[src/rtl/evt_counter_alarm.sv]
module evt_counter_alarm #(
  parameter int DIGITS = 6,
  parameter int AW     = 4
) (
  input  logic          clk,
  input  logic          rst_n,
  input  logic          evt_in,
  input  logic          we,
  input  logic [AW-1:0] addr,
  input  logic [7:0]    wdata,
  output logic [7:0]    rdata,
  output logic          int_n
);
  localparam int CW    = 4 * DIGITS;
  localparam int BYTES = DIGITS / 2;
  localparam int A_CTL = 0;
  localparam int A_CNT = 1;
  localparam int A_ACT = 8;
  localparam int A_ALM = 9;

  logic [1:0]    sync;
  logic          evt_d, stop, hold, tflag, aflag;
  logic [7:0]    actl;
  logic [CW-1:0] cnt, cap, alm, cnt_inc;
  logic [DIGITS:0] cy;
  logic          evt_rise, cnt_wr, evt_ok, test_md, tmr_hit, alm_hit;

  assign evt_rise = sync[1] & ~evt_d;
  assign cnt_wr   = we && addr >= AW'(A_CNT) && addr < AW'(A_CNT + BYTES);
  assign evt_ok   = evt_rise & ~stop & ~cnt_wr;
  assign test_md  = actl[2:0] == 3'b111;
  assign cy[0]    = 1'b1;

  for (genvar i = 0; i < DIGITS; i++) begin : g_dig
    logic [3:0] d;
    logic       step;
    assign d    = cnt[4*i +: 4];
    assign step = test_md | cy[i];
    assign cnt_inc[4*i +: 4] = step ? ((d >= 4'd9) ? 4'd0 : 4'(d + 4'd1)) : d;
    assign cy[i+1] = cy[i] & (d == 4'd9);
  end

  always_comb begin
    case (actl[2:0])
      3'b001:  tmr_hit = 1'b1;
      3'b010:  tmr_hit = cy[2];
      3'b011:  tmr_hit = cy[4];
      3'b100:  tmr_hit = cy[DIGITS];
      default: tmr_hit = 1'b0;
    endcase
  end

  assign alm_hit = (actl[5:4] == 2'b01) && (cnt_inc == alm);
  assign int_n   = ~((tflag & actl[3]) | (aflag & actl[7]));

  always_ff @(posedge clk or negedge rst_n) begin
    if (!rst_n) begin
      sync  <= '0;
      evt_d <= 1'b0;
      stop  <= 1'b0;
      hold  <= 1'b0;
      tflag <= 1'b0;
      aflag <= 1'b0;
      actl  <= '0;
      cnt   <= '0;
      cap   <= '0;
      alm   <= '0;
    end else begin
      sync  <= {sync[0], evt_in};
      evt_d <= sync[1];
      if (!hold) cap <= cnt;
      if (evt_ok) cnt <= cnt_inc;
      if (we) begin
        if (addr == AW'(A_CTL)) begin
          stop  <= wdata[7];
          hold  <= wdata[6];
          tflag <= wdata[0];
          aflag <= wdata[1];
        end
        if (addr == AW'(A_ACT)) actl <= wdata;
        for (int b = 0; b < BYTES; b++) begin
          if (addr == AW'(A_CNT + b)) cnt[8*b +: 8] <= wdata;
          if (addr == AW'(A_ALM + b)) alm[8*b +: 8] <= wdata;
        end
      end
      if (evt_ok && tmr_hit && !test_md) tflag <= 1'b1;
      if (evt_ok && alm_hit) aflag <= 1'b1;
    end
  end

  always_comb begin
    rdata = '0;
    if (addr == AW'(A_CTL)) rdata = {stop, hold, 4'b0, aflag, tflag};
    if (addr == AW'(A_ACT)) rdata = actl;
    for (int b = 0; b < BYTES; b++) begin
      if (addr == AW'(A_CNT + b)) rdata = hold ? cap[8*b +: 8] : cnt[8*b +: 8];
      if (addr == AW'(A_ALM + b)) rdata = alm[8*b +: 8];
    end
  end
endmodule

[config.mk]
export PLATFORM = sky130hd
export DESIGN_NAME = evt_counter_alarm
export DESIGN_NICKNAME = d
export VERILOG_FILES = /design/src/rtl/evt_counter_alarm.sv
export SDC_FILE = /design/constraint.sdc
export NUM_CORES = 1
export LEC_CHECK = 0
export ABC_AREA = 1
export BUFFER_PORTS_ARGS = -buffer_cell sky130_fd_sc_hd__buf_2
export CAP_MARGIN = 10
export CORE_AREA = 2 2 118 120
export CTS_CLUSTER_SIZE = 10
export DETAILED_ROUTE_END_ITERATION = 7
export DIE_AREA = 0 0 120 122
export MAX_ROUTING_LAYER = met4
export PLACE_DENSITY = 0.64
export RECOVER_POWER = 100
export SYNTH_ARGS = -nofsm -noshare
export SYNTH_HDL_FRONTEND = slang
export SYNTH_SLANG_ARGS = --single-unit
[constraint.sdc]
create_clock -name clk -period 2.25 [get_ports clk]
set_input_delay 0.3375 -clock clk [delete_from_list [all_inputs] [get_ports clk]]
set_output_delay 0.3375 -clock clk [all_outputs]
set_load 0.01 [all_outputs]
Yosys cells after proc, flatten, opt, wreduce, memory -nomap -nowiden
Index checks and enable logic that the tools add are counted.
Widths: inputs -> output; s select.
{"block": "totals", "regBits": 87, "inputBits": 16, "out_inout_bits": 9}
{"block": "op_classes", "addsub": 6, "magnitude_cmp": 8, "eq_ne": 20, "n_mux": 34, "n_bitwise": 20, "n_reduce_logical": 19}
{"op": "$mux 8", "count": 14}
{"op": "$mux 24", "count": 2}
{"op": "$mux 4", "count": 11}
{"op": "$eq 4x4->1 const B", "count": 10}
{"op": "$add 4x1->4 const B", "count": 6}
{"op": "$eq 24x24->1", "count": 1}
{"op": "$ge 4x4->1 const B", "count": 6}
{"op": "$reduce_and 2->1", "count": 7}
{"op": "$and 1x1->1", "count": 10}
{"op": "$eq 4x2->1 const B", "count": 2}
{"op": "$reduce_bool 2->1", "count": 4}
{"op": "$eq 3x2->1 const B", "count": 2}
{"op": "$eq 3x3->1 const B", "count": 2}
{"op": "$logic_and 1x1->1", "count": 6}
{"op": "$mux 1", "count": 6}
{"op": "$or 1x1->1", "count": 6}
{"op": "$eq 4x1->1 const B", "count": 1}
{"op": "$ge 4x1->1 const B", "count": 1}
{"op": "$logic_not 4->1", "count": 1}
{"op": "$lt 4x3->1 const B", "count": 1}
{"op": "$not 1->1", "count": 4}
{"op": "$pmux 1 s4", "count": 1}
{"op": "$eq 3x1->1 const B", "count": 1}
{"op": "$eq 2x1->1 const B", "count": 1}
{"op": "$logic_not 1->1", "count": 1}

Longest topological paths before layout
Gate-level depths: netlist of the first run.
{"block": "depth", "depth_word": 12, "ltp_mapped": 16}

Least setup slack after synthesis of the first run
OpenSTA, ideal clock, no wires.
{"block": "synth_timing", "path_type": "flip-flop to flip-flop", "from": "reg cnt[5]", "to": "reg aflag", "setup_time_ps": 65, "t_arrival_ps": 1704, "setup_slack_ps": 481, "stages_incl_launch_ff": 16, "path_buffers": 0, "period_less_slack_ps": 1769, "path_cell_list": "dfrtp_1 inv_1 ha_1 nand2_1 nor2_1 nand2_1 nand2_4 nand2_1 nand2_1 nand2_1 xnor2_1 nor2_1 nand2_1 nor2_1 nand3_1 nand2_1"}
{"block": "synth_via", "elab_chain_len": 12}
{"item": "from (decl)", "line": "24", "source": "logic [CW-1:0] cnt, cap, alm, cnt_inc;"}
{"item": "from (signal assigned)", "line": "72", "source": "if (evt_ok) cnt <= cnt_inc;"}
{"item": "from (signal, indexed assignment)", "line": "82", "source": "if (addr == AW'(A_CNT + b)) cnt[8*b +: 8] <= wdata;"}
{"item": "$eq 4x4->1", "line": "40", "source": "assign cy[i+1] = cy[i] & (d == 4'd9);"}
{"item": "$and 1x1->1 (4 in series)", "line": "40"}
{"item": "$or 1x1->1", "line": "38", "source": "assign step = test_md | cy[i];"}
{"item": "$mux 4", "line": "39", "source": "assign cnt_inc[4*i +: 4] = step ? ((d >= 4'd9) ? 4'd0 : 4'(d + 4'd1)) : d;"}
{"item": "$eq 24x24->1 *", "line": "53", "source": "assign alm_hit = (actl[5:4] == 2'b01) && (cnt_inc == alm);"}
{"item": "$logic_and 1x1->1 *", "line": "53"}
{"item": "$logic_and 1x1->1 *", "line": "87", "source": "if (evt_ok && alm_hit) aflag <= 1'b1;"}
{"item": "$reduce_bool 2->1 (no line)"}
{"item": "$reduce_and 2->1 (no line)"}
{"item": "to (signal assigned)", "line": "78", "source": "aflag <= wdata[1];"}
{"item": "to (decl)", "line": "22", "source": "logic evt_d, stop, hold, tflag, aflag;"}
Every way passes the cells marked *; elsewhere a longest branch is shown, timed or not.
A chain may end at the register's enable or synchronous reset.

Final worst setup path of the first run
{"block": "layout_timing", "from": "reg hold", "to": "out rdata[1]"}
{"block": "layout_via", "elab_chain_len": 7}
{"item": "from (decl)", "line": "22"}
{"item": "from (signal assigned)", "line": "76", "source": "hold <= wdata[6];"}
{"item": "$mux 8 (2 in series)", "line": "96", "source": "if (addr == AW'(A_CNT + b)) rdata = hold ? cap[8*b +: 8] : cnt[8*b +: 8];"}
{"item": "$mux 8", "line": "97", "source": "if (addr == AW'(A_ALM + b)) rdata = alm[8*b +: 8];"}
{"item": "$mux 8", "line": "96"}
{"item": "$mux 8", "line": "97"}
{"item": "$mux 8 *", "line": "96"}
{"item": "$mux 8 *", "line": "97"}
{"item": "to (decl)", "line": "11", "source": "output logic [7:0] rdata,"}
Marks and branches as above.

==> results of run 1 <==
## power by group
part	switching [W]	total (W)	leakage, nW	internal [W]
registers	0.000400	0.00246	1.03	0.00206
logic	0.00164	0.00263	1.81	0.000991
clock network	0.000652	0.00165	0.159	0.00100
total	0.00269	0.00674	3.00	0.00405
## registers in the layout, summed over array words and instances (netlist names), 2 cells and up
| signal | cells |
|---|---|
| alm | 24 |
| actl | 8 |
| cap | 24 |
| sync | 2 |
| cnt | 24 |
## layer usage
layer	share of wire [%]	GRT usage [%]	up-vias	wire length (µm)
li1	-	-	2477	-
met1	44	31.5	2398	7230
met2	47	36.1	170	7610
met3	6.3	4.45	28	1020
met4	2.6	8.75	0	418
met5	0	-	-	0
## critical path: cells and delay by family, from the launching register on
family | cells | cell delay, ns
flip-flops | 1 | 0.49
AO/OA/AOI/OAI | 4 | 0.72
AND/OR/NAND/NOR | 2 | 0.21
buffers and inverters | 1 | 0.17
## per-stage QoR
| stage | cells | instance area, µm² | power, W | hold slack (ns) |
|---|---|---|---|---|
| after CTS | 950 | 6110 | 0.00658 | 0.0630 |
| final | 952 | 6230 | 0.00674 | 0.0919 |
| after global placement | 934 | 5760 | 0.00489 | 0.339 |
| after global routing | 952 | 6230 | 0.00724 | 0.0874 |
| after floorplan | 717 | 5240 | 0.00407 | 0.0419 |
| after detailed placement | 934 | 5760 | 0.00491 | 0.338 |
## layout make-up
class,instances,area (µm²)
inverter,88,333
sequential,87,2180
fill,1352,7270
timing repair buffer,56,379
clock inverter,5,82.6
clock buffer,10,239
multi-input combinational,526,2790
tap,180,225
## cells in the mapped netlist (2+ instances only)
cell	instances	area share (%)
dfrtp_1	87	42
nand3b_1	3	0.43
xnor2_1	3	0.50
inv_2	4	0.29
inv_1	83	5.9
or2_2	3	0.36
o21ai_0	88	8.4
o21ai_2	3	0.50
a22oi_1	3	0.43
nor2_4	2	0.43
nand3_2	3	0.57
nand2_4	2	0.43
clkbuf_1	15	1.1
xor2_1	7	1.2
a21oi_1	34	3.2
nand3_1	60	5.7
ha_1	18	4.3
nand2_1	211	15
nand4_1	9	1.1
o211ai_1	3	0.43
nor3_1	4	0.38
o2111ai_1	6	1.0
o22ai_1	19	2.3
nand2_2	3	0.36
nor2_1	34	2.4
## timing repair
item                                   CTS  global route
setup endpoints to repair                9             9
pin swaps                                2            15
gates resized for setup                  8            48
setup buffers                            1             2
endpoints found under the hold margin    0             0
## cells by family after synthesis
family	after synthesis	synth area share, %
and+or+nand+nor	339	28.3
AOI/OAI and AO/OA	159	16.7
buffers and inverters	104	7.48
DFF	87	41.6
adders and majority gates	18	4.30
xor gates and xnor gates	10	1.67
## how the worst max path moves through the flow
stage / start / endpoint / slack, ns / cells after the start
finish: hold / rdata[1] / -0.03 / 7
global route: hold / rdata[1] / -0.08 / 7
CTS: hold / rdata[6] / -0.03 / 8
detailed placement: cnt[5] / aflag / 0.05 / 15
global placement: cnt[5] / aflag / 0.05 / 15
floorplan: cnt[5] / aflag / 0.48 / 15
==> flow_summary_export.csv, run 1 <==
group,metric,value,unit
sta,hold_viol_final,0,
critical_path,max_stage_delay,0.49,ns
critical_path,cp.arrival,1.94,ns
sta,slew_headroom,17.8,%
clock_tree,cts_buffers,9,
synthesis,synthCells,717,
finish,final_cell_mix,"nand2_1 (207), dfrtp_1 (86), inv_1 (82)",
finish,layout-drive-gt1-share,16.1,%
finish,synthToLayoutAreaGrowth,18.9,%
synthesis,synth-seq-cells,87,
synthesis,synth-edff-count,0,
clock_tree,htreeDepth,3,
sta,max_freq,439,MHz
sta,tns,-0.0276,ns
clock_tree,cts_buffer_depth,2,
finish,diodes,0,
die,coreArea,13500,µm²
die,die_area,14600,µm²
sta,skew,0.00644,ns
clock_tree,clock_sinks,87,
global_route,grt_max_degree,88,
synthesis,avgSynthCellArea,7.31,µm²
synthesis,syn_nets,751,
placement,place_hpwl,11.7,mm
die,initial_core_util,38.8,%
power,power-per-cell-area,1080,nW/µm²
die,top_level_ports,25,
global_route,grt_pass1_vias,4670,
detailed_routing,routed_wl,16.3,mm
detailed_routing,drt-wirelength-per-cell,17.1,µm
sta,fin_crit_sh,101,%
clock_tree,cts_tree,"yes",
critical_path,slowest_stage,"dfrtp_2",
status,status,"finished with violations",
critical_path,crit_chain,"nand2_2, o21ai_2, a221oi_2, nand2_1, a21oi_2, o2111ai_2, buf_2",
sta,fin_ws,-0.0276,ns
critical_path,r2r_slack,0.14,ns
die,die_w,120,µm
worst_hold_path,min_path_cells,1,
detailed_routing,num_vias,5073,
flow_run,max_cap_violations,0,
critical_path,crit_type,"reg2out",
critical_path,critPathLaunchType,"flop",
clock_tree,clk_pin_slew,0.06,ns
sta,tightest_slew,1.23,ns
sta,final_max_slew_viol_count,0,
clock_tree,clk_latency,0.35,ns
critical_path,r2r-end,"aflag",
detailed_routing,route.detailed.drc,0,
worst_hold_path,worstHoldEndpoint,"sync[0]",
synthesis,ys_seq_area_share,41.6,%
placement,gp_congestion,0.987,
sta,rsz0062_at_grt,"yes",
synthesis,synth_ff_type,"dfrtp_1",
placement,portBuffers,24,
critical_path,critical_path_required,1.91,ns
synthesis,synthArstFlopShare,100,%
die,die_h,122,µm
worst_hold_path,worstHoldStart,"evt_in",
clock_tree,cts-hold-fix-buffers,0,
global_route,grt.total_usage,23.7,%
finish,fin_util,46.1,%
clock_tree,clockRootBuffer,"clkbuf_16",
critical_path,reg2regPathDepth,15,
global_route,antenna_found_initial,0,
placement,post-place-ws,0.0487,ns
die,row_count,43,
synthesis,syn_area,5240,µm²
status,violations,"setup timing",
synthesis,yosysWarnings,0,
critical_path,r2r_start,"cnt[1]",
sta,period_needed,2.28,ns
sta,setup_viol,1,
power,ir_worst_vdd,0.459,mV
critical_path,crit_fanout,7,
synthesis,synth_cell_types,35,
detailed_routing,first_pass_iters,6,
worst_hold_path,hold_class,"in2reg",
finish,nNetsFinal,802,
finish,final_common_cell,"nand2_1",
detailed_routing,final_antenna_net_count,0,
power,power.leakage,3.00,nW
global_route,grt_remaining_overflow,0,
detailed_routing,avgViaCountPerCell,5.33,
critical_path,crit_path_end_kind,"primary output",
global_route,grt_pass1_wl,25.5,mm
detailed_routing,drt_iter0_drc,407,
Note: power is estimated with default switching activity, not from simulation.
==> inputs of run 2 (changes only) <==
Settings changed: ABC_AREA 1 to default, CORE_AREA 2 2 118 120 to 2 2 121 123, DIE_AREA 0 0 120 122 to 0 0 123 125.
==> flow_summary_export.csv, run 2 <==
group,metric,value,unit
synthesis,synth_ff_type,"dfrtp_1",
power,p_sw,0.00311,W
die,coreArea,14200,µm²
die,die_area,15400,µm²
global_route,grt_remaining_overflow,0,
flow_run,max_cap_violations,0,
synthesis,synth.most_common_cell,"dfrtp_1",
status,violations,"setup timing",
power,p_comb_share,48.4,%
sta,tns,-2.58,ns
power,power-per-cell-area,1060,nW/µm²
sta,final_max_slew_viol_count,0,
detailed_routing,avgViaCountPerCell,6.01,
global_route,grt.total_usage,26.8,%
synthesis,yosysWarnings,0,
synthesis,synth_top_area_share,39.3,%
synthesis,synth-seq-cells,87,
critical_path,critical_path_required,2.53,ns
detailed_routing,drt-wirelength-per-cell,20.8,µm
finish,synthToLayoutAreaGrowth,33.4,%
status,status,"finished with violations",
synthesis,synth_commonest_cells,"dfrtp_1 (87), nand2_1 (67), o21ai_0 (59)",
clock_tree,cts_buffer_depth,2,
sta,hold_viol_final,0,
detailed_routing,final_antenna_net_count,0,
finish,layout-drive-gt1-share,34.8,%
global_route,antenna_found_initial,0,
synthesis,ys_seq_area_share,39.3,%
sta,worst_hold_slack,0.0839,ns
sta,rsz0062_at_grt,"yes",
global_route,grt_pass1_vias,5462,
detailed_routing,drt_iter0_drc,642,
die,row_count,44,
finish,regArea,2180,µm²
critical_path,critPathLaunchType,"flop",
synthesis,syn_area,5540,µm²
worst_hold_path,hold_class,"in2reg",
critical_path,crit_path_end_kind,"flop",
power,power.leakage,3.22,nW
synthesis,synth_cell_types,70,
finish,multiInputGateArea,3470,µm²
placement,portBuffers,24,
clock_tree,cts_tree,"yes",
sta,setup_viol,13,
die,die_w,123,µm
finish,diodes,0,
placement,gp_congestion,1.03,
critical_path,cp.arrival,2.91,ns
clock_tree,htreeDepth,3,
finish,nFillCells,1287,
power,seqPwrFrac,31.7,%
placement,placedCellCount,909,
sta,fin_ws,-0.381,ns
clock_tree,clk_latency,0.35,ns
global_route,grt_pass1_wl,30.5,mm
synthesis,synth-edff-count,0,
placement,post-place-ws,-0.336,ns
power,clockPowerShare,19.9,%
power,ir_worst_vdd,0.433,mV
global_route,grt_max_degree,35,
die,top_level_ports,25,
sta,slew_headroom,41.2,%
critical_path,crit_fanout,3,
detailed_routing,route.detailed.drc,0,
synthesis,synthCells,603,
detailed_routing,num_vias,5603,
die,initial_core_util,39.0,%
die,die_h,125,µm
finish,fin_cells,932,
clock_tree,clock_sinks,87,
finish,top_regs,"alm x24, cap x24, cnt x24",
clock_tree,clk_pin_slew,0.07,ns
synthesis,syn_nets,637,
detailed_routing,routed_wl,19.3,mm
power,swShare,39.9,%
critical_path,crit_type,"reg2reg",
sta,max_freq,380,MHz
finish,nNetsFinal,777,
clock_tree,cts_buffers,9,
detailed_routing,first_pass_iters,8,
sta,fin_crit_sh,117,%
power,p_int,0.00469,W
finish,final_common_cell,"buf_4",
sta,period_needed,2.63,ns
synthesis,synthArstFlopShare,100,%
finish,final_cell_mix,"buf_4 (107), dfrtp_1 (84), nand2_1 (62)",
synthesis,synth_area_leaders,"dfrtp_1 (39%), mux2_2 (8.3%), o21ai_0 (5.3%)",
clock_tree,clockRootBuffer,"clkbuf_16",
sta,tightest_slew,0.882,ns
synthesis,avgSynthCellArea,9.19,µm²
placement,place_hpwl,14.4,mm
synthesis,synth.largest_area_cell,"dfrtp_1",
sta,skew,0.00466,ns
power,total_power,0.00780,W
[run 2: worst paths after layout]
path                       depth (start not counted)     from  slack [ns]      end
hold reg to reg                                    0  sync[0]        0.36  sync[1]
hold / removal                                     1   evt_in        0.08  sync[0]
min in group asynchronous                          2    rst_n        0.63  sync[0]
setup / recovery                                  10   cnt[5]       -0.38    aflag
max in group asynchronous                          3    rst_n        0.23   cnt[4]
setup reg to reg                                  10   cnt[5]       -0.38    aflag
[run 2: per-layer routing]
layer | wire (µm) | vias up | part of all wire (%) | track usage [%]
met1 | 8240 | 2754 | 43 | 36.6
met5 | 0 | - | 0 | -
li1 | - | 2515 | - | -
met4 | 554 | 0 | 2.9 | 9.36
met2 | 9050 | 277 | 47 | 40.7
met3 | 1500 | 57 | 7.8 | 3.79
[run 2: through the flow]
stage,utilization (%),cell area [µm²]
floorplan,-,5600
global placement,47.7,6780
detailed placement,47.7,6780
CTS,51.1,7260
global route,52.0,7390
finish,52.0,7390
[run 2: power groups by stage]
stage                     clock network [W]  logic (W)  registers, W
after global placement                    0    0.00333       0.00244
after global routing                0.00164    0.00407       0.00253
after CTS                           0.00157    0.00357       0.00245
final                               0.00155    0.00377       0.00247
after detailed placement                  0    0.00341       0.00247
after floorplan                           0    0.00185       0.00243
[run 2: worst max-delay path: stages (launching register included)]
cell       delay [ns]
dfrtp_1          0.39
inv_2            0.10
buf_4            0.13
ha_1             0.14
or3b_2           0.49
a221oi_1         0.29
a21oi_1          0.13
xnor2_1          0.17
a2111oi_0        0.43
nand4_1          0.14
o21ai_1          0.14
[run 2: cells by family after synthesis]
group | synth area share (%)
AOI/OAI and AO/OA | 21.7
DFF | 39.3
and+or+nand+nor | 19.5
xor gates and xnor gates | 1.58
muxes | 9.42
buffers and inverters | 4.43
adders and majority gates | 4.07
[run 2: repair_timing]
| action | CTS | global route |
|---|---|---|
| hold endpoints to repair | 32 | 0 |
| buffers inserted | 3 | 4 |
| pin swaps | 19 | 20 |
| hold buffers | 1 | 0 |
| gates resized for setup | 40 | 43 |
| setup endpoints to repair | 14 | 19 |
[run 2: cell type report]
type | instances | area share (%)
Inverter | 29 | 1.47
Multi-Input combinational cell | 459 | 47.0
Clock inverter | 6 | 0.949
Sequential cell | 87 | 29.5
Timing Repair Buffer | 157 | 14.8
Tap cell | 184 | 3.12
Clock buffer | 10 | 3.10
==> inputs of run 3 (changes only) <==
Settings changed: CELL_PAD_IN_SITES_DETAIL_PLACEMENT from default to 0, CELL_PAD_IN_SITES_GLOBAL_PLACEMENT from default to 1, PLACE_DENSITY 0.64 to 0.77.
==> flow_summary_export.csv, run 3 (same netlist as run 2, synthesis figures left out) <==
group,metric,value,unit
finish,nNetsFinal,782,
power,power-per-cell-area,1050,nW/µm²
global_route,grt_pass1_wl,30.9,mm
sta,skew,0.00647,ns
critical_path,critPathLaunchType,"flop",
clock_tree,htreeDepth,3,
critical_path,reg2regPathDepth,11,
status,status,"finished with violations",
sta,worst_hold_slack,0.0887,ns
sta,max_freq,385,MHz
sta,hold_viol_final,0,
sta,slew_headroom,17.5,%
detailed_routing,first_pass_iters,5,
die,coreArea,14200,µm²
finish,final_cell_mix,"buf_4 (113), dfrtp_1 (84), nand2_1 (64)",
detailed_routing,routed_wl,20.1,mm
worst_hold_path,hold_class,"in2reg",
sta,setup_viol,17,
critical_path,r2r_slack,-0.35,ns
global_route,antenna_found_initial,0,
status,violations,"setup timing",
finish,synthToLayoutAreaGrowth,35.7,%
critical_path,crit_fanout,5,
sta,final_max_slew_viol_count,0,
critical_path,crit_end,"cnt[18]",
clock_tree,cts_tree,"yes",
critical_path,r2r-end,"cnt[18]",
placement,portBuffers,24,
placement,place_hpwl,14.9,mm
placement,post-place-ws,-0.392,ns
detailed_routing,route.detailed.drc,0,
die,die_h,125,µm
clock_tree,clock_sinks,87,
placement,gp_congestion,0.982,
finish,layout-drive-gt1-share,35.2,%
clock_tree,cts_buffer_depth,2,
detailed_routing,num_vias,5470,
sta,tns,-2.66,ns
critical_path,crit_type,"reg2reg",
critical_path,critical_path_required,2.53,ns
die,top_level_ports,25,
power,power.leakage,3.27,nW
finish,diodes,0,
critical_path,crit_start,"cnt[13]",
global_route,grt_pass1_vias,5444,
detailed_routing,drt_iter0_drc,448,
finish,finalInstanceArea,7520,µm²
finish,top_regs,"alm x24, cap x24, cnt x24",
detailed_routing,drt-wirelength-per-cell,21.5,µm
die,initial_core_util,39.0,%
sta,rsz0062_at_grt,"yes",
placement,dpl_cell_area,6760,µm²
critical_path,cp.arrival,2.88,ns
critical_path,r2r_start,"cnt[13]",
global_route,grt.total_usage,27.8,%
sta,period_needed,2.60,ns
detailed_routing,final_antenna_net_count,0,
die,die_w,123,µm
global_route,grt_max_degree,88,
clock_tree,clk_pin_slew,0.06,ns
finish,nFillCells,1304,
sta,fin_crit_sh,115,%
clock_tree,cts_buffers,9,
clock_tree,clk_latency,0.36,ns
flow_run,max_cap_violations,0,
detailed_routing,avgViaCountPerCell,5.84,
sta,fin_ws,-0.347,ns
critical_path,crit_path_end_kind,"flop",
die,row_count,44,
power,ir_worst_vdd,0.444,mV
sta,tightest_slew,1.24,ns
clock_tree,clockRootBuffer,"clkbuf_16",
finish,final_common_cell,"buf_4",
global_route,grt_remaining_overflow,0,
die,die_area,15400,µm²
## run 3: what timing repair did
item                                    CTS  global route
pin swaps                                 8            30
hold buffers                              0             0
endpoints found under the setup margin   15            18
setup buffers                             8             9
gates resized for setup                  37            60
cloned                                    0             2
## run 3: worst min path at each step
| stage | startpoint | endpoint | slack, ns | cells past startpoint |
|---|---|---|---|---|
| 3_5_place_dp | sync[0] | sync[1] | 0.34 | 0 |
| 3_3_place_gp | sync[0] | sync[1] | 0.33 | 0 |
| 6_report | evt_in | sync[0] | 0.09 | 1 |
| 4_1_cts | rst_n | cap[4] | 0.04 | 2 |
| 2_1_floorplan | rst_n | actl[0] | 0.04 | 0 |
| 5_1_grt | evt_in | sync[0] | 0.08 | 1 |
## run 3: final cells by class
class | instances | area [µm²] | share of cell area [%]
multi-input combinational | 459 | 3480 | 46.3
sequential | 87 | 2180 | 29.0
timing repair buffer | 162 | 1200 | 16.0
clock buffer | 11 | 253 | 3.36
tap | 184 | 230 | 3.06
inverter | 29 | 109 | 1.45
clock inverter | 5 | 56.3 | 0.749
## run 3: report_power, final
part           internal (W)  total (W)  switching, W
sequential          0.00206    0.00247      0.000405
clock              0.000919    0.00158      0.000663
combinational       0.00179    0.00384       0.00205
## run 3: per-layer routing
metal	share of wire [%]	wire length, µm	GRT usage [%]	vias to the layer above
met5	0	0	-	-
met4	3.3	655	12.1	0
met3	6.3	1270	6.43	44
met2	46	9310	40.6	197
met1	44	8880	37.0	2705
li1	-	-	-	2524
## run 3: metrics by stage
step | utilization [%] | total power (W) | std cells
floorplan | - | 0.00429 | 603
global placement | 47.6 | 0.00573 | 903
detailed placement | 47.6 | 0.00584 | 903
CTS | 51.2 | 0.00763 | 927
global route | 52.9 | 0.00837 | 937
finish | 52.9 | 0.00789 | 937
## run 3: worst max-delay path: stages, from the launching register on
cell	delay, ns
dfrtp_1	0.39
inv_2	0.08
ha_4	0.13
nand3b_1	0.15
buf_4	0.18
or4_4	0.48
buf_12	0.17
nand2_1	0.08
buf_4	0.12
nand2_2	0.06
or4_4	0.49
a31oi_1	0.18
